### src/rtl/seqr_pkg.sv
`timescale 1ns/1ps
package seqr_pkg;
  localparam int NUM_CH = 4;
  localparam int SEL_W = 4;
  localparam int DATA_W = 8;
  localparam int ADDR_W = 8;
  localparam int BANK_W = 2;
  localparam int NUM_RULE_ST = 3;
  localparam logic [ADDR_W-1:0] SEL_OFFSET = 8'h27;

  typedef enum logic [1:0] {
    ST_ONE   = 2'd0,
    ST_TWO   = 2'd1,
    ST_THREE = 2'd2,
    ST_FINAL = 2'd3
  } seqState_e;

  typedef struct packed {
    logic              load;
    logic [BANK_W-1:0] bank;
  } regStrobe_t;
endpackage

### src/rtl/seqr_rule.sv
`timescale 1ns/1ps
module seqr_rule
  import seqr_pkg::*;
#(
  parameter int CH = NUM_CH,
  parameter int SW = SEL_W
) (
  input  logic [SW-1:0] rule,
  input  logic [CH-1:0] matchIn,
  input  logic [CH-1:0] matchEn,
  output logic          hitValid,
  output seqState_e     hitTarget
);
  logic [CH-1:0] eff;
  logic toTwo, toThree, toFinal;
  logic anyHit;

  assign eff = matchIn & matchEn;
  assign anyHit = |eff;

  always_comb begin
    toTwo = 1'b0;
    toThree = 1'b0;
    toFinal = 1'b0;
    case (rule)
      4'd0: toTwo = anyHit;
      4'd1: toThree = anyHit;
      4'd2: toFinal = anyHit;
      4'd3: toTwo = eff[2];
      4'd4: toThree = eff[2];
      4'd5: toFinal = eff[2];
      4'd6: begin toTwo = eff[0]; toThree = eff[1]; end
      4'd7: begin toThree = eff[1]; toFinal = eff[0]; end
      4'd8: begin toTwo = eff[0]; toThree = eff[2]; end
      4'd9: begin toThree = eff[2]; toFinal = eff[0]; end
      4'd10: begin toTwo = eff[1]; toThree = eff[3]; end
      4'd11: begin toThree = eff[3]; toFinal = eff[1]; end
      default: ;
    endcase
  end

  // final beats third, third beats second
  always_comb begin
    hitValid = toFinal | toThree | toTwo;
    if (toFinal) hitTarget = ST_FINAL;
    else if (toThree) hitTarget = ST_THREE;
    else hitTarget = ST_TWO;
  end
endmodule

### src/rtl/seqr_regs.sv
`timescale 1ns/1ps
module seqr_regs
  import seqr_pkg::*;
#(
  parameter int SW = SEL_W,
  parameter int DW = DATA_W,
  parameter int AW = ADDR_W,
  parameter int BW = BANK_W,
  parameter int NR = NUM_RULE_ST
) (
  input  logic            clk,
  input  logic            rstN,
  input  regStrobe_t      strobe,
  input  logic [DW-1:0]   wdata,
  input  logic [AW-1:0]   regAddr,
  input  logic [BW-1:0]   regBank,
  input  seqState_e       curState,
  output logic [DW-1:0]   rdData,
  output logic [SW-1:0]   curRule,
  output logic [NR*SW-1:0] selFlat
);
  logic [SW-1:0] sel [NR];

  for (genvar g = 0; g < NR; g++) begin : gSel
    always_ff @(posedge clk or negedge rstN) begin
      if (!rstN) sel[g] <= '0;
      else if (strobe.load && strobe.bank == BW'(g)) sel[g] <= wdata[SW-1:0];
    end
    assign selFlat[g*SW +: SW] = sel[g];
  end

  always_comb begin
    rdData = '0;
    curRule = '0;
    for (int i = 0; i < NR; i++) begin
      if (regAddr == SEL_OFFSET && regBank == BW'(i))
        rdData = {{(DW-SW){1'b0}}, sel[i]};
      if (curState == seqState_e'(i))
        curRule = sel[i];
    end
  end
endmodule

### src/rtl/seqr_ctrl.sv
`timescale 1ns/1ps
module seqr_ctrl
  import seqr_pkg::*;
#(
  parameter int AW = ADDR_W,
  parameter int BW = BANK_W,
  parameter int NR = NUM_RULE_ST
) (
  input  logic          clk,
  input  logic          rstN,
  input  logic          arm,
  input  logic          regWrEn,
  input  logic [AW-1:0] regAddr,
  input  logic [BW-1:0] regBank,
  input  logic          hitValid,
  input  seqState_e     hitTarget,
  output regStrobe_t    strobe,
  output seqState_e     curState
);
  always_comb begin
    strobe.load = regWrEn && !arm && regAddr == SEL_OFFSET && 32'(regBank) < NR;
    strobe.bank = regBank;
  end

  always_ff @(posedge clk or negedge rstN) begin
    if (!rstN) curState <= ST_ONE;
    else if (!arm) curState <= ST_ONE;
    else if (curState != ST_FINAL && hitValid) curState <= hitTarget;
  end
endmodule

### src/rtl/seqr_top.sv
`timescale 1ns/1ps
module seqr_top
  import seqr_pkg::*;
(
  input  logic              clk,
  input  logic              rstN,
  input  logic              arm,
  input  logic              regWrEn,
  input  logic [ADDR_W-1:0] regAddr,
  input  logic [BANK_W-1:0] regBank,
  input  logic [DATA_W-1:0] regWdata,
  output logic [DATA_W-1:0] regRdata,
  input  logic [NUM_CH-1:0] matchIn,
  input  logic [NUM_CH-1:0] matchEn,
  output logic [1:0]        seqState,
  output logic              finalFlag
);
  regStrobe_t strobe;
  seqState_e curState, hitTarget;
  logic hitValid;
  logic [SEL_W-1:0] curRule;
  logic [NUM_RULE_ST*SEL_W-1:0] selFlat;

  seqr_ctrl i_ctrl (
    .clk(clk), .rstN(rstN), .arm(arm), .regWrEn(regWrEn),
    .regAddr(regAddr), .regBank(regBank),
    .hitValid(hitValid), .hitTarget(hitTarget),
    .strobe(strobe), .curState(curState)
  );

  seqr_regs i_regs (
    .clk(clk), .rstN(rstN), .strobe(strobe), .wdata(regWdata),
    .regAddr(regAddr), .regBank(regBank), .curState(curState),
    .rdData(regRdata), .curRule(curRule), .selFlat(selFlat)
  );

  seqr_rule i_rule (
    .rule(curRule), .matchIn(matchIn), .matchEn(matchEn),
    .hitValid(hitValid), .hitTarget(hitTarget)
  );

  assign seqState = curState;
  assign finalFlag = (curState == ST_FINAL);
endmodule

### config.mk
export PLATFORM = sky130hd
export DESIGN_NAME = seqr_top
export DESIGN_NICKNAME = d
export VERILOG_FILES = /design/src/rtl/seqr_pkg.sv /design/src/rtl/seqr_rule.sv /design/src/rtl/seqr_regs.sv /design/src/rtl/seqr_ctrl.sv /design/src/rtl/seqr_top.sv
export SDC_FILE = /design/constraint.sdc
export NUM_CORES = 1
export LEC_CHECK = 0
export ABC_AREA = 1
export CAP_MARGIN = 20
export CORE_AREA = 3 3 51 53
export CTS_BUF_LIST = sky130_fd_sc_hd__clkbuf_4
export CTS_CLUSTER_SIZE = 8
export DETAILED_ROUTE_END_ITERATION = 12
export DIE_AREA = 0 0 54 56
export DONT_BUFFER_PORTS = 1
export PLACE_DENSITY = 0.67
export REMOVE_ABC_BUFFERS = 1
export SYNTH_ARGS = -nofsm -noshare
export SYNTH_HDL_FRONTEND = slang
export SYNTH_SLANG_ARGS = --single-unit
### constraint.sdc
create_clock -name clk -period 1.74 [get_ports clk]
set_clock_uncertainty 0.1 [all_clocks]
set_input_delay 0.348 -clock clk [delete_from_list [all_inputs] [get_ports clk]]
set_output_delay 0.348 -clock clk [all_outputs]
set_load 0.05 [all_outputs]
## Word-level counts from Yosys, hierarchy flattened

Cells that the tools add are included.
Widths: inputs -> output; s select.

| word-level totals | value |
|---|---|
| register bits | 14 |
| input bits | 30 |
| output and inout bits | 11 |
| word-level logic and storage cells | 60 |

| operators by class | value |
|---|---|
| $lt $le $gt $ge | 1 |
| eq/ne operators | 19 |
| mux-type cells | 13 |
| bitwise operators | 3 |
| reduce and logical (&&, ||, !) cells | 20 |

Operator list:

| kind | number |
|---|---|
| $mux 4 | 6 |
| $eq 4x3->1 const B | 4 |
| $eq 4x4->1 const B | 4 |
| $pmux 1 s4 | 3 |
| $logic_and 1x1->1 | 10 |
| $eq 4x2->1 const B | 2 |
| $eq 8x6->1 const B | 1 |
| $mux 2 | 4 |
| $reduce_or 2->1 | 4 |
| $eq 2x2->1 const B | 3 |
| $and 4x4->4 | 1 |
| $eq 2x1->1 const B | 2 |
| $eq 4x1->1 const B | 1 |
| $logic_not 2->1 | 2 |
| $logic_not 4->1 | 1 |
| $reduce_or 4->1 | 1 |
| $reduce_or 3->1 | 1 |
| $lt 2x2->1 const B | 1 |
| $ne 2x1->1 const B | 1 |
| $ne 2x2->1 const B | 1 |
| $or 1x1->1 | 2 |
| $logic_not 1->1 | 1 |

## Logic depth before layout (Yosys ltp)

Gate-level depths: netlist of run 1.

| depth | value |
|---|---|
| word-level depth | 12 |
| gate-level depth with buffers | 15 |
| gate-level depth less buffers | 14 |

## Modules after synthesis

Synthesis of run 1 repeated with hierarchy kept, for this count alone.

| second synthesis, totals | value |
|---|---|
| cells, all modules | 209 |
| area, all modules | 1227.4 µm² |

By module, submodules not included:

| module | times used | cells each | area an instance (µm²) | seq. area each (µm²) |
|---|---|---|---|---|
| seqr_regs | 1 | 110 | 765.7 | 300.3 |
| seqr_rule | 1 | 65 | 277.8 | 0.0 |
| seqr_ctrl | 1 | 32 | 176.4 | 50.0 |
| seqr_top | 1 | 2 | 7.5 | 0.0 |

## Least setup slack after synthesis of run 1

Ideal clock, no wire load.

| timing path | value |
|---|---|
| path kind | input to output |
| start point | input port regAddr[4] |
| end point | output port regRdata[1] |
| arrival time | 1.715 ns |
| data required time | 1.292 ns |
| path slack | -0.423 ns |
| stages | 5 |
| path buffers | 0 |
| cells stage by stage | nor4_1 nand2_1 inv_1 nand3_1 o221ai_1 |

| on the way | value |
|---|---|
| longest elaborated chain between the ends | 5 |
| elaborated cells on any way between the ends | 7 |
| those cells by class | eq/ne (1); mux (3); reduce/logical (3) |

RTL lines:

| element | line | RTL |
|---|---|---|
| from (decl) | seqr_top.sv:9 | `input logic [ADDR_W-1:0] regAddr,` |
| $eq 8x6->1 * | seqr_regs.sv:36 | `if (regAddr == SEL_OFFSET && regBank == BW'(i))` |
| $logic_and 1x1->1 | seqr_regs.sv:36 |  |
| $mux 4 (2 in series) | seqr_regs.sv:36 |  |
| $mux 4 * | seqr_regs.sv:36 |  |
| to (decl) | seqr_top.sv:12 | `output logic [DATA_W-1:0] regRdata,` |

Every way passes the cells marked *; elsewhere a longest branch is shown, timed or not.

## Worst setup path in the final report of run 1

| timing path | value |
|---|---|
| start point | input port regAddr[4] |
| end point | output port regRdata[0] |

The elaborated chain is that of the path after synthesis.

==> run summary, run 1 <==
The run finished, with violations left. The checks that failed: setup timing. Setup repair after global routing could not meet its margin everywhere. Detailed routing inserted a total of 1147 vias. The post-layout instance count excluding filler cells came out at 225.

The signal on the critical path passes through nor4_4, nand2_2, nor2_4, nand2_4, o21ai_1, inv_1, buf_12. The netlist uses 27 different library cells. The final-report hold violation count came out at 0. The tree is rooted in a clkbuf_4. The worst setup path is captured at a primary output. Dividing the final minimum period by the clock period gives 108%.

Relative to the synthesized area, the layout overhead comes to 31.4%. H-tree depth reported by CTS: 1. The detailed-route wire length per cell was 12.9 µm; the number of synthesized flops with an enable pin was 0. The logs give 0.816 for the placer congestion estimate and 4 for the first-pass iteration count of the detailed router. For the max-slew violation count, the log shows 0. After synthesis, the share of flip-flops with an asynchronous set or reset is 100%. The combinational fraction of design power was 62.7%; the final-stage net count was 228.

Clock power share: 12.2%. The design draws 1.43 mW. After synthesis the netlist holds a flip-flop and latch count of 14.

Summing all non-filler instances in the final layout gives an area of 0.00155 mm². Setup slack at placement: -240 ps. The pin count of the biggest net entering global routing was 15.

Broken down by cell family, the worst path's largest delay share belongs to simple AND/OR/NAND/NOR gates. The tools report the final HPWL from detailed placement as 2170 µm. Hold path endpoint: i_regs.selFlat[8].

The clock latency on the worst-skew pair was 270 ps; the count of maximum capacitance violations was 0. The clock net sink count was 14. In this run the most used layer during global routing was met2. The worst hold slack is 87.6 ps.

The launch instance of the worst register-to-register path is i_ctrl.curState[0]. The worst pin sits at a relative slew slack of 61.4%. The final worst-path setup slack is -148 ps, and the aggregate global-route resource usage is 19.0%. Mean instance size in the synthesized netlist: 6.63 µm². Area after detailed placement: 0.00134 mm². For this design, the slowest cell found on the critical path is nor4_4.

The first global-routing pass estimated 4480 µm of wire. The initial antenna violation count was 0; the clock buffer count from CTS was 3. The initial detailed-routing violation count was 19; the remaining global-route overflow was 0. Global routing used 1.07% of the available met3 tracks. STA classifies the critical path startpoint as a primary input. The synthesized instance count is 178, and the clock transition at the register clock pins on the worst setup and hold paths after CTS is 70 ps. In this run the static leakage power is 0.804 nW.

Setup violations remaining at the end of the flow were counted as 6. STA puts the critical path data arrival time at 1440 ps. The via count of the first global-routing pass came out at 1145. Power spread over the standard cell area amounts to 925 mW/mm².

Per report_power, the sequential group accounts for 25.1% of the total. Port buffering added 0 buffers. Measured along the x axis, the die boundary spans 54 µm. The share of final-layout standard cells stronger than drive strength 1 was 34.5%.

The stage delay of the slowest cell on the critical path works out to 250 ps. The routing usage on met2 is 34.3%, and the worst IR drop on VDD is 887 µV. The number of remaining DRC errors is 0. The floorplan step defined a die boundary enclosing 0.00302 mm².

Pin placement for this block handled 41 I/O pins. The critical path contains buffers and inverters numbering 2 combined. Row generation in the floorplan step produced 17 rows. For the pin with the worst max-slew slack, the measured transition is 578 ps.

The largest buffer count on any clock path is 2, and the Yosys warning count is 0. The run gives 186 as the number of filler instances in the final layout. The worst hold path was traced through 2 stages. The proportion of total power due to net switching was 47.2%. The number of cells on the worst reg-to-reg path is 13. The logs give 0.00118 mm² for the post-synthesis cell area and -100 ps for the register-to-register setup slack.

The critical path is of the in -> out type. Including well taps, the total number of placed cells is 217. In the final layout, the multi-input gates occupy 795 µm². The tools report the reg-to-reg critical path endpoint as i_ctrl.curState[0]. The worst path in the final design needs a cycle of 1890 ps, including I/O delays and setup. The type of the tightest min-delay check is in -> reg.

The floorplan step set the die height to 56 µm. In this run the worst path has a maximum fanout of 5. TritonCTS built the clock tree. STA puts the critical path data required time at 1290 ps.

The tools report the initial core utilization as 53.9%. The fraction of met1 tracks used by global routing is 22.5%. The repair_antennas step left the layout with diodes totalling 0. The via-per-instance ratio is 5.10. For this run, the leading register cell type out of synthesis is dfrtp_1. Startpoint of the worst hold path: regWdata[0]. In the final layout, flip-flops and latches occupy 350 µm². The logs give 0.677 mW for the switching power and 0.00219 mm² for the area of the core region. The routed design has 2900 µm of wire. For the maximum frequency from static timing analysis, the log shows 530 MHz.

The share of the Yosys chip area taken by registers is 29.7%. In this run the remaining antenna-violating nets after routing total 0. The internal portion of the total power is 0.757 mW.
layout make-up:
| class | count | share of cell area, % |
|---|---|---|
| inverter | 33 | 8.31 |
| multi-input combinational | 128 | 51.3 |
| tap | 28 | 2.26 |
| clock buffer | 3 | 1.45 |
| clock inverter | 1 | 0.242 |
| timing repair buffer | 18 | 13.9 |
| sequential | 14 | 22.6 |
through the flow:
stage	utilization [%]	TNS, ps
floorplan	-	-1650
finish	70.8	-537
CTS	66.9	-684
global route	70.8	-1060
detailed placement	61.2	-1240
global placement	61.2	-838
synthesized netlist by cell type (2+ instances only):
cell | number | area share [%]
nand3_1 | 21 | 8.9
nor2_2 | 3 | 1.6
buf_4 | 4 | 2.5
nor2_4 | 2 | 1.9
inv_1 | 29 | 9.2
buf_6 | 2 | 1.9
o21ai_0 | 9 | 3.8
o221ai_1 | 2 | 1.5
nor2_1 | 17 | 5.4
inv_2 | 2 | 0.64
nand2_1 | 42 | 13
nand3_2 | 4 | 3.4
a21oi_1 | 6 | 2.5
nand4_1 | 2 | 1.1
nand2_2 | 7 | 3.7
inv_4 | 2 | 1.1
dfrtp_1 | 14 | 30
kinds of logic after synthesis:
logic type	after synthesis	synth area share, %
flip-flops	14	29.7
buffers and inverters	39	15.4
other	1	0.318
AO/OA/AOI/OAI	20	9.54
AND/OR/NAND/NOR	104	45.1
metal layers:
layer,routed length (µm),up-vias
met5,0,-
met4,44,0
met3,113,6
met2,1590,29
met1,1150,523
li1,-,589
power groups by stage:
stage	clock [mW]	sequential (mW)	combinational, mW
6_report	0.174	0.360	0.899
5_1_grt	0.196	0.362	0.972
4_1_cts	0.184	0.360	0.845
3_5_place_dp	0	0.367	0.787
3_3_place_gp	0	0.366	0.767
2_1_floorplan	0	0.462	0.470
registers in the layout, summed over array words and instances (netlist names):
name             flops
i_regs.selFlat      12
i_ctrl.curState      2
worst max path at each step:
stage | start | depth (start not counted) | slack [ps] | to
2_1_floorplan | regAddr[4] | 5 | -420 | regRdata[1]
3_3_place_gp | regAddr[4] | 7 | -190 | regRdata[3]
3_5_place_dp | regAddr[4] | 7 | -240 | regRdata[3]
4_1_cts | regAddr[6] | 7 | -170 | regRdata[1]
5_1_grt | i_ctrl.curState[1] | 15 | -210 | i_ctrl.curState[0]
6_report | regAddr[4] | 7 | -150 | regRdata[0]
layout by cell type (no fill, tap or decap), drive strengths merged:
| master | n |
|---|---|
| inv | 33 |
| nor2 | 23 |
| conb | 4 |
| nand2 | 49 |
| nand4 | 2 |
| nor3b | 1 |
| a21oi | 6 |
| o221ai | 2 |
| a31oi | 1 |
| nand3 | 26 |
| nor4 | 1 |
| nor3 | 1 |
| clkinv | 1 |
| or2 | 1 |
| clkbuf | 3 |
| o21ai | 11 |
| dlygate4sd3 | 1 |
| buf | 17 |
| dfrtp | 14 |
timing repair:
action                                 CTS  global route
endpoints found under the hold margin   14             0
setup endpoints to repair                5             6
hold buffers                             1             0
buffers inserted                         1             2
gates resized for setup                 18            18
pin swaps                               11            15
Note: power is estimated with default switching activity, not from simulation.
==> inputs of run 2 (changes only) <==
ABC_AREA = unset   (was 1)
CORE_AREA = 3 3 48 50   (was 3 3 51 53)
DIE_AREA = 0 0 51 53   (was 0 0 54 56)
PLACE_DENSITY = 0.75   (was 0.67)
==> run summary, run 2 <==
Across the VDD grid, the largest voltage drop is 482 µV. Of all nets on the critical path, the largest fanout is 7. The checks that failed: setup timing.

Pin placement for this block handled 41 I/O pins. On the final layout, the worst hold slack is 108 ps. The library cell used most frequently in the layout, excluding fill and tap cells, is buf_4. The number of synthesized flops with an enable pin came out at 0. Prior to clock tree synthesis, the placed netlist has a worst setup slack of -503 ps.

Detailed-route wire length per cell: 17.9 µm. The tools report the antenna diode instance count as 0. TritonCTS built the clock tree. The multi-input gate area in the final layout was 733 µm²; the worst endpoint required time was 1810 ps.

For this run, design rule violations remaining after detail routing come to 0. The run gives 6 as the count of final setup violators. Compared with the post-synthesis result, the final layout area differs by 39.1%. After detailed routing, the number of vias per cell comes to 5.82. The launch instance of the worst register-to-register path was i_ctrl.curState[0].

The highest metal layer carrying signal wires in the routed design is met4. For the clock buffer count from CTS, the log shows 3. The run gives 0 as the final-report hold violation count. CTS placed an instance of clkbuf_4 at the clock tree root. The run gives 0 as the max-slew violation count. Final worst-path setup slack: -353 ps.

The clock transition at the register clock pins on the worst setup and hold paths after CTS came out at 90 ps. In the synthesized netlist, the cells that appear most often are dfrtp_1, mux2_2, nor2_1. Remaining global-route overflow: 0. The routed design has 2940 µm of wire. For this design the static power due to leakage is 0.659 nW. At the end of the flow the core is filled with cells to 74.9%. The logs give 153 µm for the routed length on met3 and 2 for the largest buffer count on any clock path. The mean instance size in the synthesized netlist was 9.96 µm². Setup repair after global routing could not meet its margin everywhere. The synthesized design spends more area on one cell type than any other, namely dfrtp_1. The library cells used most frequently in the layout, excluding fill and tap cells, are buf_4, buf_6, dfrtp_1.

Dividing the final minimum period by the clock period gives 120%. The final-stage net count is 168, and the floorplan die height is 53 µm. In this run the power density over the cells is 444 mW/mm².

Yosys attributes the largest share of cell area to dfrtp_1, mux2_2, mux2i_1. Summed over all failing endpoints, the final setup total negative slack is -934 ps. The H-tree depth reported by CTS was 1. Fill cells in the final layout number 137. The run gives 14 as the clock net sink count. The tools report the initial antenna violation count as 0. The flow ran to the end, but the final reports show violations. At the later pin of the worst-skew pair, clock insertion delay measures 280 ps. The tools report the placement row count as 16.

In this run the worst setup path begins at i_ctrl.curState[0]. The congestion estimate from routability-driven global placement came to 0.867. The detailed router placed 955 vias in this run.

For this run, the number of Yosys warnings is 0. The logs give 1018 for the via count of the first global-routing pass and 352 µm² for the flip-flop and latch area. The run gives 0.00105 mm² as the post-synthesis cell area. The first global-routing pass estimated 4610 µm of wire. Counting every instance in the synthesized netlist gives 105. The pre-antenna-repair detailed-routing pass consisted of 4 iterations.

The tool flagged a number of max-cap violations equal to 0. The worst hold path begins at arm. The area enclosed by the die boundary was 0.00270 mm². The classification of the worst setup path is reg -> reg. The sequential cell area fraction in the yosys report was 33.5%; the maximum frequency from static timing analysis was 478 MHz. The share of synthesized flip-flops with an asynchronous set or reset was 100%.

In this run, synthesis produced a sequential element count of 14. The aggregate global-route resource usage was 23.0%; the initial detailed-routing violation count was 19. For the pin with the worst max-slew slack, the measured transition is 681 ps. The detail route stage leaves a number of antenna-violating nets equal to 0. STA classifies the critical path startpoint as a flop. Once the floorplan was initialized, standard cells occupied 53.9% of the core.

The run gives 2170 ps as the data arrival at the endpoint of the critical path. The share of final-layout standard cells stronger than drive strength 1 works out to 50.4%. The tools report the relative max-transition margin as 54.4%. The pin count of the biggest net entering global routing is 15, and the number of different library cells in the post-synthesis netlist is 40. Quantity of I/O buffers inserted on ports: 0. STA classifies the critical path endpoint as a flop.

Subtracting the final worst setup slack from the clock period gives 2090 ps. The most common cell in the synthesized netlist is dfrtp_1. The number of flip-flops in the largest register is 12. From left edge to right edge, the die measures 51 µm.

After floorplanning, the core was sized to cover 0.00194 mm². Detailed placement finished with a half-perimeter wire length of 2030 µm. The top cell type by area accounts for 33.5% of the synthesized area. The most used flip-flop cell after synthesis was dfrtp_1.

The path class of the tightest hold or removal check is in -> reg. The tools report the routed length on met1 as 1140 µm. For the amount of wire on met2 after detailed routing, the log shows 1580 µm.
## run 2: power breakdown
part / switching (mW) / internal [mW] / leakage [nW]
clock: 0.112 / 0.0833 / 0.0154
sequential: 0.00860 / 0.330 / 0.192
combinational: 0.0665 / 0.0467 / 0.451
## run 2: path summary, 6_finish.rpt
kind / end / slack (ps) / cells after the start
max in group asynchronous: i_ctrl.curState[0] / 630 / 1
max reg2reg: i_ctrl.curState[1] / -350 / 7
min reg2reg: i_regs.selFlat[10] / 520 / 1
min: i_ctrl.curState[1] / 110 / 1
min in group asynchronous: i_regs.selFlat[5] / 440 / 1
max: i_ctrl.curState[1] / -350 / 7
## run 2: what timing repair did
item / CTS / global route
pin swaps: 9 / 4
hold endpoints to repair: 14 / 0
buffers inserted: 2 / 2
hold buffers: 1 / 0
gates cloned: 0 / 0
resized for setup: 23 / 7
setup endpoints to repair: 10 / 9
## run 2: per-stage QoR
| step | cell area, µm² | power [mW] | std cells |
|---|---|---|---|
| floorplan | 1000 | 0.411 | 100 |
| global placement | 1240 | 0.429 | 155 |
| detailed placement | 1240 | 0.430 | 155 |
| CTS | 1400 | 0.643 | 162 |
| global route | 1460 | 0.674 | 164 |
| finish | 1460 | 0.647 | 164 |
## run 2: kinds of logic after synthesis
logic type	after synthesis	synth area share (%)
AO/OA/AOI/OAI	23	18.3
flip-flops	14	33.5
multiplexers	22	22.5
other	1	0.359
buffers and inverters	10	6.10
AND/OR/NAND/NOR	35	19.3
## run 2: layer usage
metal / track usage (%) / vias to the layer above
met5: 0 / -
met4: 10.3 / 0
met3: 3.94 / 8
met2: 43.1 / 41
met1: 25.0 / 458
li1: - / 448
## run 2: area by class of cell
type | instances | share of cell area, %
multi-input combinational | 84 | 50.4
sequential | 14 | 24.2
timing repair buffer | 33 | 20.8
tap | 27 | 2.32
clock buffer | 3 | 1.55
inverter | 2 | 0.516
clock inverter | 1 | 0.258
## run 2: worst max-delay path, cell delays in order (launching register included)
cell       delay [ps]
dfrtp_2           490
buf_6             150
nor2b_4           210
o2bb2ai_2         220
nor3_1            110
a41oi_1           200
a22oi_1           150
a221o_1           360
==> inputs of run 3 (changes only) <==
PLACE_DENSITY = 0.71   (was 0.75)
==> run summary, run 3 (synthesized netlist as in run 2, its figures left out) <==
The run finished, with violations left. The final reports fail on setup timing. In this run the top signal layer used is met4. Launch instance of the worst register-to-register path: i_ctrl.curState[0]. The run gives 155 as the total placed cells including tap cells. The floorplan step set the die height to 53 µm. The max-slew violation count is 0, and the clock transition at the register clock pins on the worst setup and hold paths after CTS is 80 ps. The routed length on met1 is 1050 µm, and the worst endpoint required time is 1800 ps. The path class of the tightest hold or removal check is in -> reg. The cell count of the worst hold path was 1; the horizontal extent of the die was 51 µm.

The run gives 0 as the final-report hold violation count. Using the TritonRoute via totals, the vias-per-cell ratio works out to 5.84. The number of flip-flops in the largest register is 12. The startpoint identified for the worst hold timing path is regWdata[1]. The root buffer cell chosen for the clock tree is clkbuf_4.

Leaving out fill and tap cells, the most frequent cells in the layout are buf_4, dfrtp_1, nor2_1, buf_6, mux2_2. In this run the critical register-to-register path is captured at i_ctrl.curState[1]. The number of remaining DRC errors is 0, and the count of maximum capacitance violations is 0.

The sum of negative setup slack was -750 ps. The H-tree depth reported by CTS was 1; the detailed-route wire length per cell was 17.0 µm. At the later pin of the worst-skew pair, clock insertion delay measures 280 ps. Total power for the finished layout comes to 0.626 mW. After global routing the overflow that remains totals 0. The tools report the area of the core region as 0.00194 mm². The tools report the clock net sink count as 14. The startpoint class of the critical path is a flop. Entering global routing, the biggest net connects 15 pins. The initial antenna violation count came out at 0. At the end of the flow the core is filled with cells to 74.0%.

The area added between synthesis and finish is 37.3%, and the first-pass iteration count of the detailed router is 4. Walking the worst path, the cells encountered are mux2i_2, o2bb2ai_2, buf_4, a41oi_1, a22oi_1, a221o_1. For hold timing, the worst endpoint is i_regs.selFlat[5]. The area enclosed by the die boundary is 0.00270 mm². Summed over all cells, the static leakage comes to 0.638 nW.

Excluding fillers, the count of instances in the completed layout stands at 163. The final route contains 952 vias. In this run the remaining antenna-violating nets after routing total 0. TritonCTS built the clock tree.

The share of the clock period used by the worst path is 118%, and the placement row count is 16. For the largest buffer count on any clock path, the log shows 2. The repair_antennas step left the layout with diodes totalling 0.

The most frequent standard cell in the layout excluding fill and tap cells is buf_4. Counting cells, the worst reg-to-reg path comes to 6. STA puts the critical path data arrival time at 2110 ps.

The logs give 53.9% for the initial core utilization and 477 µV for the worst IR drop on VDD. The stage delay of the slowest cell on the critical path came out at 500 ps. The run gives 2770 µm as the wire length after detailed routing. Summed over all nets, wire length on met3 after detailed routing comes to 129 µm. For the clock buffer count from CTS, the log shows 3.

Across every metal layer, demand over resource in global routing totals 22.2%. The tools report the amount of wire on met2 after detailed routing as 1510 µm. For the final-stage net count, the log shows 167.

The critical path in this run is classified as reg -> reg. Setup violations remaining at the end of the flow were counted as 6. Setup repair after global routing could not meet its margin everywhere. The wire-length estimate of the detail-placed layout is 2120 µm. The worst pin sits at a relative slew slack of 58.0%.

The via count of the first global-routing pass was 960; the transition time at the pin with the least slew margin was 628 ps. The quantity of I/O buffers inserted on ports came out at 0. Along the worst path, the maximum fanout reaches 7. The first global-routing pass estimated 4310 µm of wire. STA classifies the critical path endpoint as a flop. Subtracting the final worst setup slack from the clock period gives 2050 ps.

Cell with the biggest individual delay on the critical path: dfrtp_2. The placer congestion estimate was 0.824; the power per unit of standard cell area was 436 mW/mm². Static timing analysis puts the maximum clock frequency at 488 MHz. In this run, the number of DRC markers left after iteration 0 of detailed routing was 12. Of the cells placed in the final design, the portion with a size suffix greater than 1 is 49.3%. Pin placement for this block handled 41 I/O pins. For the final worst-path setup slack, the log shows -309 ps. Setup slack on the worst reg-to-reg path comes out at -310 ps.

Across all hold checks on the routed design, the worst slack comes to 113 ps.
run 3: through the flow:
stage          setup slack (ps)  instance area [µm²]
2_1_floorplan              -674                 1000
3_3_place_gp               -319                 1240
3_5_place_dp               -447                 1240
4_1_cts                    -293                 1370
5_1_grt                    -402                 1440
6_report                   -309                 1440
run 3: final cells by class:
cell class / count / area, µm²
fill: 144 / 505
inverter: 2 / 7.51
clock buffer: 3 / 22.5
clock inverter: 1 / 3.75
multi-input combinational: 84 / 733
tap: 27 / 33.8
timing repair buffer: 32 / 284
sequential: 14 / 352
run 3: worst max-delay path by stage:
stage,start,end,slack [ps],cells after the start
floorplan,i_ctrl.curState[0],i_ctrl.curState[1],-670,6
global placement,i_ctrl.curState[0],i_ctrl.curState[1],-320,6
detailed placement,i_ctrl.curState[0],i_ctrl.curState[1],-450,6
CTS,i_ctrl.curState[0],i_ctrl.curState[1],-290,6
global route,i_ctrl.curState[0],i_ctrl.curState[1],-400,6
finish,i_ctrl.curState[0],i_ctrl.curState[1],-310,6
run 3: routing by layer:
| layer | vias up | GRT usage (%) |
|---|---|---|
| li1 | 452 | - |
| met5 | - | 0 |
| met3 | 6 | 3.10 |
| met1 | 464 | 22.8 |
| met2 | 30 | 41.8 |
| met4 | 0 | 14.3 |
run 3: repair_timing:
item / 4_1_cts / 5_1_grt
gates resized for setup: 17 / 13
endpoints found under the setup margin: 11 / 11
hold buffers: 1 / 0
buffers inserted: 3 / 0
pin swaps: 7 / 7
cloned: 0 / 0
endpoints found under the hold margin: 14 / 0
run 3: power breakdown:
group,total [mW],switching (mW),internal (mW)
clock,0.182,0.0992,0.0831
combinational,0.104,0.0625,0.0417
sequential,0.340,0.00954,0.330
total,0.626,0.171,0.455
run 3: worst max-delay path: cells and delay by family (launching register included):
kind | cells | cell delay, ps
buf+inv | 1 | 160
compound gates | 4 | 860
mux | 1 | 310
flops | 1 | 500
